File: src/rtl/nvm_div_pkg.sv
package nvm_div_pkg;
  localparam int unsigned DIV_W    = 6;
  localparam int unsigned PRE_LOG2 = 3;
  localparam int unsigned REG_W    = DIV_W + 2;

  typedef struct packed {
    logic             pre_en;
    logic [DIV_W-1:0] div;
  } div_cfg_t;

  function automatic int unsigned period_of(input div_cfg_t c);
    return (c.pre_en ? (1 << PRE_LOG2) : 1) * (int'(c.div) + 1);
  endfunction
endpackage

File: src/rtl/nvm_div_cfg_reg.sv
module nvm_div_cfg_reg
  import nvm_div_pkg::*;
(
  input  logic             clk,
  input  logic             rst_n,
  input  logic             wr_en,
  input  logic [REG_W-1:0] wr_data,
  output div_cfg_t         cfg,
  output logic             loaded,
  output logic             restart
);
  // only the first write after reset is taken
  assign restart = wr_en & ~loaded;

  always_ff @(posedge clk) begin
    if (!rst_n) begin
      cfg    <= '0;
      loaded <= 1'b0;
    end else if (restart) begin
      cfg    <= wr_data[DIV_W:0];
      loaded <= 1'b1;
    end
  end
endmodule

File: src/rtl/nvm_div_prescale.sv
module nvm_div_prescale #(
  parameter int unsigned LOG2 = 3
) (
  input  logic clk,
  input  logic rst_n,
  input  logic clr,
  input  logic run,
  input  logic bypass,
  output logic stb
);
  generate
    if (LOG2 == 0) begin : g_none
      assign stb = run;
    end else begin : g_cnt
      logic [LOG2-1:0] cnt;
      always_ff @(posedge clk) begin
        if (!rst_n || clr) cnt <= '0;
        else if (run)      cnt <= cnt + 1'b1;
      end
      assign stb = run & (bypass | (&cnt));
    end
  endgenerate
endmodule

File: src/rtl/nvm_div_counter.sv
module nvm_div_counter #(
  parameter int unsigned W = 6
) (
  input  logic         clk,
  input  logic         rst_n,
  input  logic         clr,
  input  logic         step,
  input  logic [W-1:0] limit,
  output logic         hit
);
  logic [W-1:0] cnt;

  assign hit = step & (cnt == limit);

  always_ff @(posedge clk) begin
    if (!rst_n || clr) cnt <= '0;
    else if (step)     cnt <= hit ? '0 : cnt + 1'b1;
  end
endmodule

File: src/rtl/nvm_tick_div.sv
module nvm_tick_div
  import nvm_div_pkg::*;
(
  input  logic             clk,
  input  logic             rst_n,
  input  logic             wr_en,
  input  logic [REG_W-1:0] wr_data,
  output logic [REG_W-1:0] rd_data,
  output logic             tick,
  output logic             ready
);
  div_cfg_t cfg;
  logic     loaded, restart, pre_stb, hit;

  nvm_div_cfg_reg u_cfg (
    .clk(clk), .rst_n(rst_n), .wr_en(wr_en), .wr_data(wr_data),
    .cfg(cfg), .loaded(loaded), .restart(restart)
  );

  nvm_div_prescale #(.LOG2(PRE_LOG2)) u_pre (
    .clk(clk), .rst_n(rst_n), .clr(restart), .run(loaded),
    .bypass(~cfg.pre_en), .stb(pre_stb)
  );

  nvm_div_counter #(.W(DIV_W)) u_ctr (
    .clk(clk), .rst_n(rst_n), .clr(restart), .step(pre_stb),
    .limit(cfg.div), .hit(hit)
  );

  assign tick    = loaded & hit;
  assign ready   = loaded;
  assign rd_data = {loaded, cfg};
endmodule

File: config.mk
export PLATFORM = sky130hd
export DESIGN_NAME = nvm_tick_div
export DESIGN_NICKNAME = d
export VERILOG_FILES = /design/src/rtl/nvm_div_pkg.sv /design/src/rtl/nvm_div_cfg_reg.sv /design/src/rtl/nvm_div_prescale.sv /design/src/rtl/nvm_div_counter.sv /design/src/rtl/nvm_tick_div.sv
export SDC_FILE = /design/constraint.sdc
export NUM_CORES = 1
export LEC_CHECK = 0
export CAP_MARGIN = 20
export CORE_MARGIN = 2
export CORE_UTILIZATION = 53
export CTS_BUF_LIST = sky130_fd_sc_hd__clkbuf_4 sky130_fd_sc_hd__clkbuf_8
export CTS_CLUSTER_SIZE = 16
export DETAILED_ROUTE_END_ITERATION = 10
export GPL_ROUTABILITY_DRIVEN = 0
export PLACE_DENSITY = 0.84
export REMOVE_ABC_BUFFERS = 1
export SLEW_MARGIN = 40
export SYNTH_ARGS = -nofsm -noshare
export SYNTH_HDL_FRONTEND = slang
export SYNTH_HIERARCHICAL = 1
export SYNTH_SLANG_ARGS = --single-unit
File: constraint.sdc
create_clock -name clk -period 2.9 [get_ports clk]
set_input_delay 0.58 -clock clk [delete_from_list [all_inputs] [get_ports clk]]
set_output_delay 0.58 -clock clk [all_outputs]
set_load 0.1 [all_outputs]
==> reports/results.txt <==
Vias in the first global route = 678
FF+latch area = 340 µm²
Cell family with most CP delay = simple AND/OR/NAND/NOR gates
Yosys Warn Count = 6
Final hold vios = 0
Setup crit start kind = flop
CTS Buf Count = 3
Row count = 14
Cells after synthesis = 85
Synth Area in Compound Gates = 0.0274
XOR/XNOR Fraction of Synth Area = 0.128
Chip Height = 43.4 µm
DP Area = 0.00100 mm²
Post-layout util = 0.703
Die X-Extent = 43.4 µm
Routed Antenna Nets = 0
Fin area = 0.00103 mm²
GRT overflow = 0
Hold EP = u_cfg/cfg[6]
Core Box Area = 0.00147 mm²
Largest net degree at the start of global routing = 17
Minimum clock period = 2.67 ns
CTS hold repair buffers = 0
Initial antenna violation count = 0
Most frequent cell on the critical path = ha_1
Routed len/inst = 12.7 µm
Slowest-stage cell, CP = dfxtp_1
RSZ-0062 raised after global routing = false
FILL cells = 115
HPWL Detailed = 1.19 mm
Layout cells sized above 1 = 0.187
DRC Markers = 0
Starting Density = 0.559
Worst r2r src = u_pre/g_cnt.cnt[0]
Multiplexer share of the synthesized area = 0.110
H-tree levels = 1
First-pass GRT wire length = 2.86 mm
Critical Path Sink Type = output port
Total track usage = 0.207
Post-CTS Resized = 0
Worst path cell trace = ha_1 > ha_1 > o21a_1 > nand3_1 > nor3_4 > and2_1 > buf_12
Largest family of logic cells by synthesized area = simple AND/OR/NAND/NOR gates
Worst Path Arrival = 2.09 ns
Via Count = 655
Area grow syn2layout = 25.9%
WP buf/inv = 1
Clock transition at the registers of the reported paths = 0.09 ns
Kind of critical path = flop to output port
Worst-Margin Slew = 0.322 ns
Nets = 122
Reg2Reg Depth = 7
Worst hold stages = 2
Max-cap violations = 0
Lkg Pwr = 0.432 nW
CTS tree = built
Cell Area, Synth = 822 µm²
Hold Path Class = flop to flop
Final period util = 0.920
Slew HR = 0.785
Max-slew violations = 0
Cell Pwr Density = 512 mW/mm²
Multi-input logic area = 448 µm²
# clock sinks = 17
Port Buffer Count = 19
Status = finished, final reports clean
# diodes = 0
# Post-CTS Setup Buffers = 0
Crit-path max FO = 7
Post-synthesis simple-gate area fraction = 0.234
Via density per instance = 5.33
Initial DRC count = 14
Mean Syn Cell Area = 9.67 µm²
Drt total wl = 1.56 mm
FF-to-FF End = u_ctr/cnt[5]
Internal reg-to-reg setup slack = 1.26 ns
Ports = 21
Final Setup Violations = 0
FF+latch count, synth = 17
Synth Area in Adders = 0.0457
CP max stage delay = 0.36 ns
Initial DRT Pass Iterations = 4
Setup_tns = 0 ns
CTS root buf = clkbuf_4
Hold path startpoint = u_cfg/cfg[6]
Clock Latency Late Sink = 0.28 ns
DIE AREA = 0.00188 mm²
Worst Skew = 0.00190 ns
Most frequent cells in the layout = 17 x nand2_1, 17 x dfxtp_1, 11 x buf_4
Worst EP required = 2.32 ns
Sequential area share after synthesis = 0.414
Worst vdd ir = 359 µV
Final Power = 0.529 mW
Fmax = 0.375 GHz
Maximum clock path buffer count = 2
Yosys cell types = 21
worst max-delay path by stage:
stage                            start    to  slack [ns]  cells after the start
finish              u_pre/g_cnt.cnt[0]  tick        0.23                      7
global route        u_pre/g_cnt.cnt[0]  tick        0.02                      7
CTS                 u_pre/g_cnt.cnt[0]  tick        0.21                      7
detailed placement  u_pre/g_cnt.cnt[0]  tick        0.53                      7
global placement    u_pre/g_cnt.cnt[0]  tick        0.59                      7
floorplan                 u_cfg/loaded  tick       -1.01                      4
synthesized netlist by cell type:
cell type / n / area share
dfxtp_1: 17 / 0.41
nand2_1: 17 / 0.078
mux2i_1: 9 / 0.11
xnor2_1: 7 / 0.075
nor3_1: 6 / 0.037
xor2_1: 5 / 0.053
ha_1: 3 / 0.046
nor2_1: 3 / 0.014
buf_6: 2 / 0.027
nand2b_1: 2 / 0.015
nand3_1: 2 / 0.012
nand4_1: 2 / 0.015
o21a_1: 2 / 0.018
and2_1: 1 / 0.0076
and3_2: 1 / 0.0091
buf_4: 1 / 0.0091
inv_1: 1 / 0.0046
nor2b_4: 1 / 0.017
nor3_4: 1 / 0.020
o31ai_1: 1 / 0.0091
or3b_2: 1 / 0.011
power by group:
| group | total (mW) | internal, mW | switching [mW] |
|---|---|---|---|
| registers | 0.253 | 0.243 | 0.00939 |
| clock network | 0.131 | 0.0627 | 0.0686 |
| logic | 0.145 | 0.0462 | 0.0991 |
layer usage:
| layer | wire (µm) | track usage | up-vias |
|---|---|---|---|
| met2 | 738 | 0.319 | 24 |
| met3 | 53 | 0.0375 | 6 |
| met4 | 55 | 0.164 | 0 |
| li1 | - | - | 329 |
| met5 | 0 | 0 | - |
| met1 | 708 | 0.251 | 296 |
cells by family after synthesis:
kind of cell	after synthesis
AOI/OAI and AO/OA	3
xor gates and xnor gates	12
adders and majority gates	3
buffers and inverters	4
DFF	17
muxes	9
and+or+nand+nor	37
final cells by class:
type | count | share of cell area
clock buffer | 4 | 0.0290
inverter | 1 | 0.00363
multi-input combinational | 64 | 0.433
sequential | 17 | 0.329
tap | 16 | 0.0193
timing repair buffer | 21 | 0.186
worst reg2reg max path, stage by stage, from the launching register on:
cell,delay [ns]
dfxtp_1,0.33
ha_1,0.19
ha_1,0.17
o21a_1,0.25
and3_2,0.22
nand4_1,0.10
xor2_1,0.20
nor3_1,0.06
flip-flops by register name, summed over array words and instances (netlist names):
| signal | cells |
|---|---|
| u_cfg/loaded | 1 |
| u_cfg/cfg | 7 |
| u_ctr/cnt | 6 |
| u_pre/g_cnt.cnt | 3 |
stage by stage:
step | setup WS [ns] | hold WS [ns] | std cells
floorplan | -1.01 | 0.465 | 82
global placement | 0.592 | 0.472 | 119
detailed placement | 0.534 | 0.477 | 119
CTS | 0.213 | 0.495 | 123
global route | 0.0233 | 0.533 | 123
finish | 0.232 | 0.493 | 123
No activity file was read; power rests on OpenSTA's default activity.
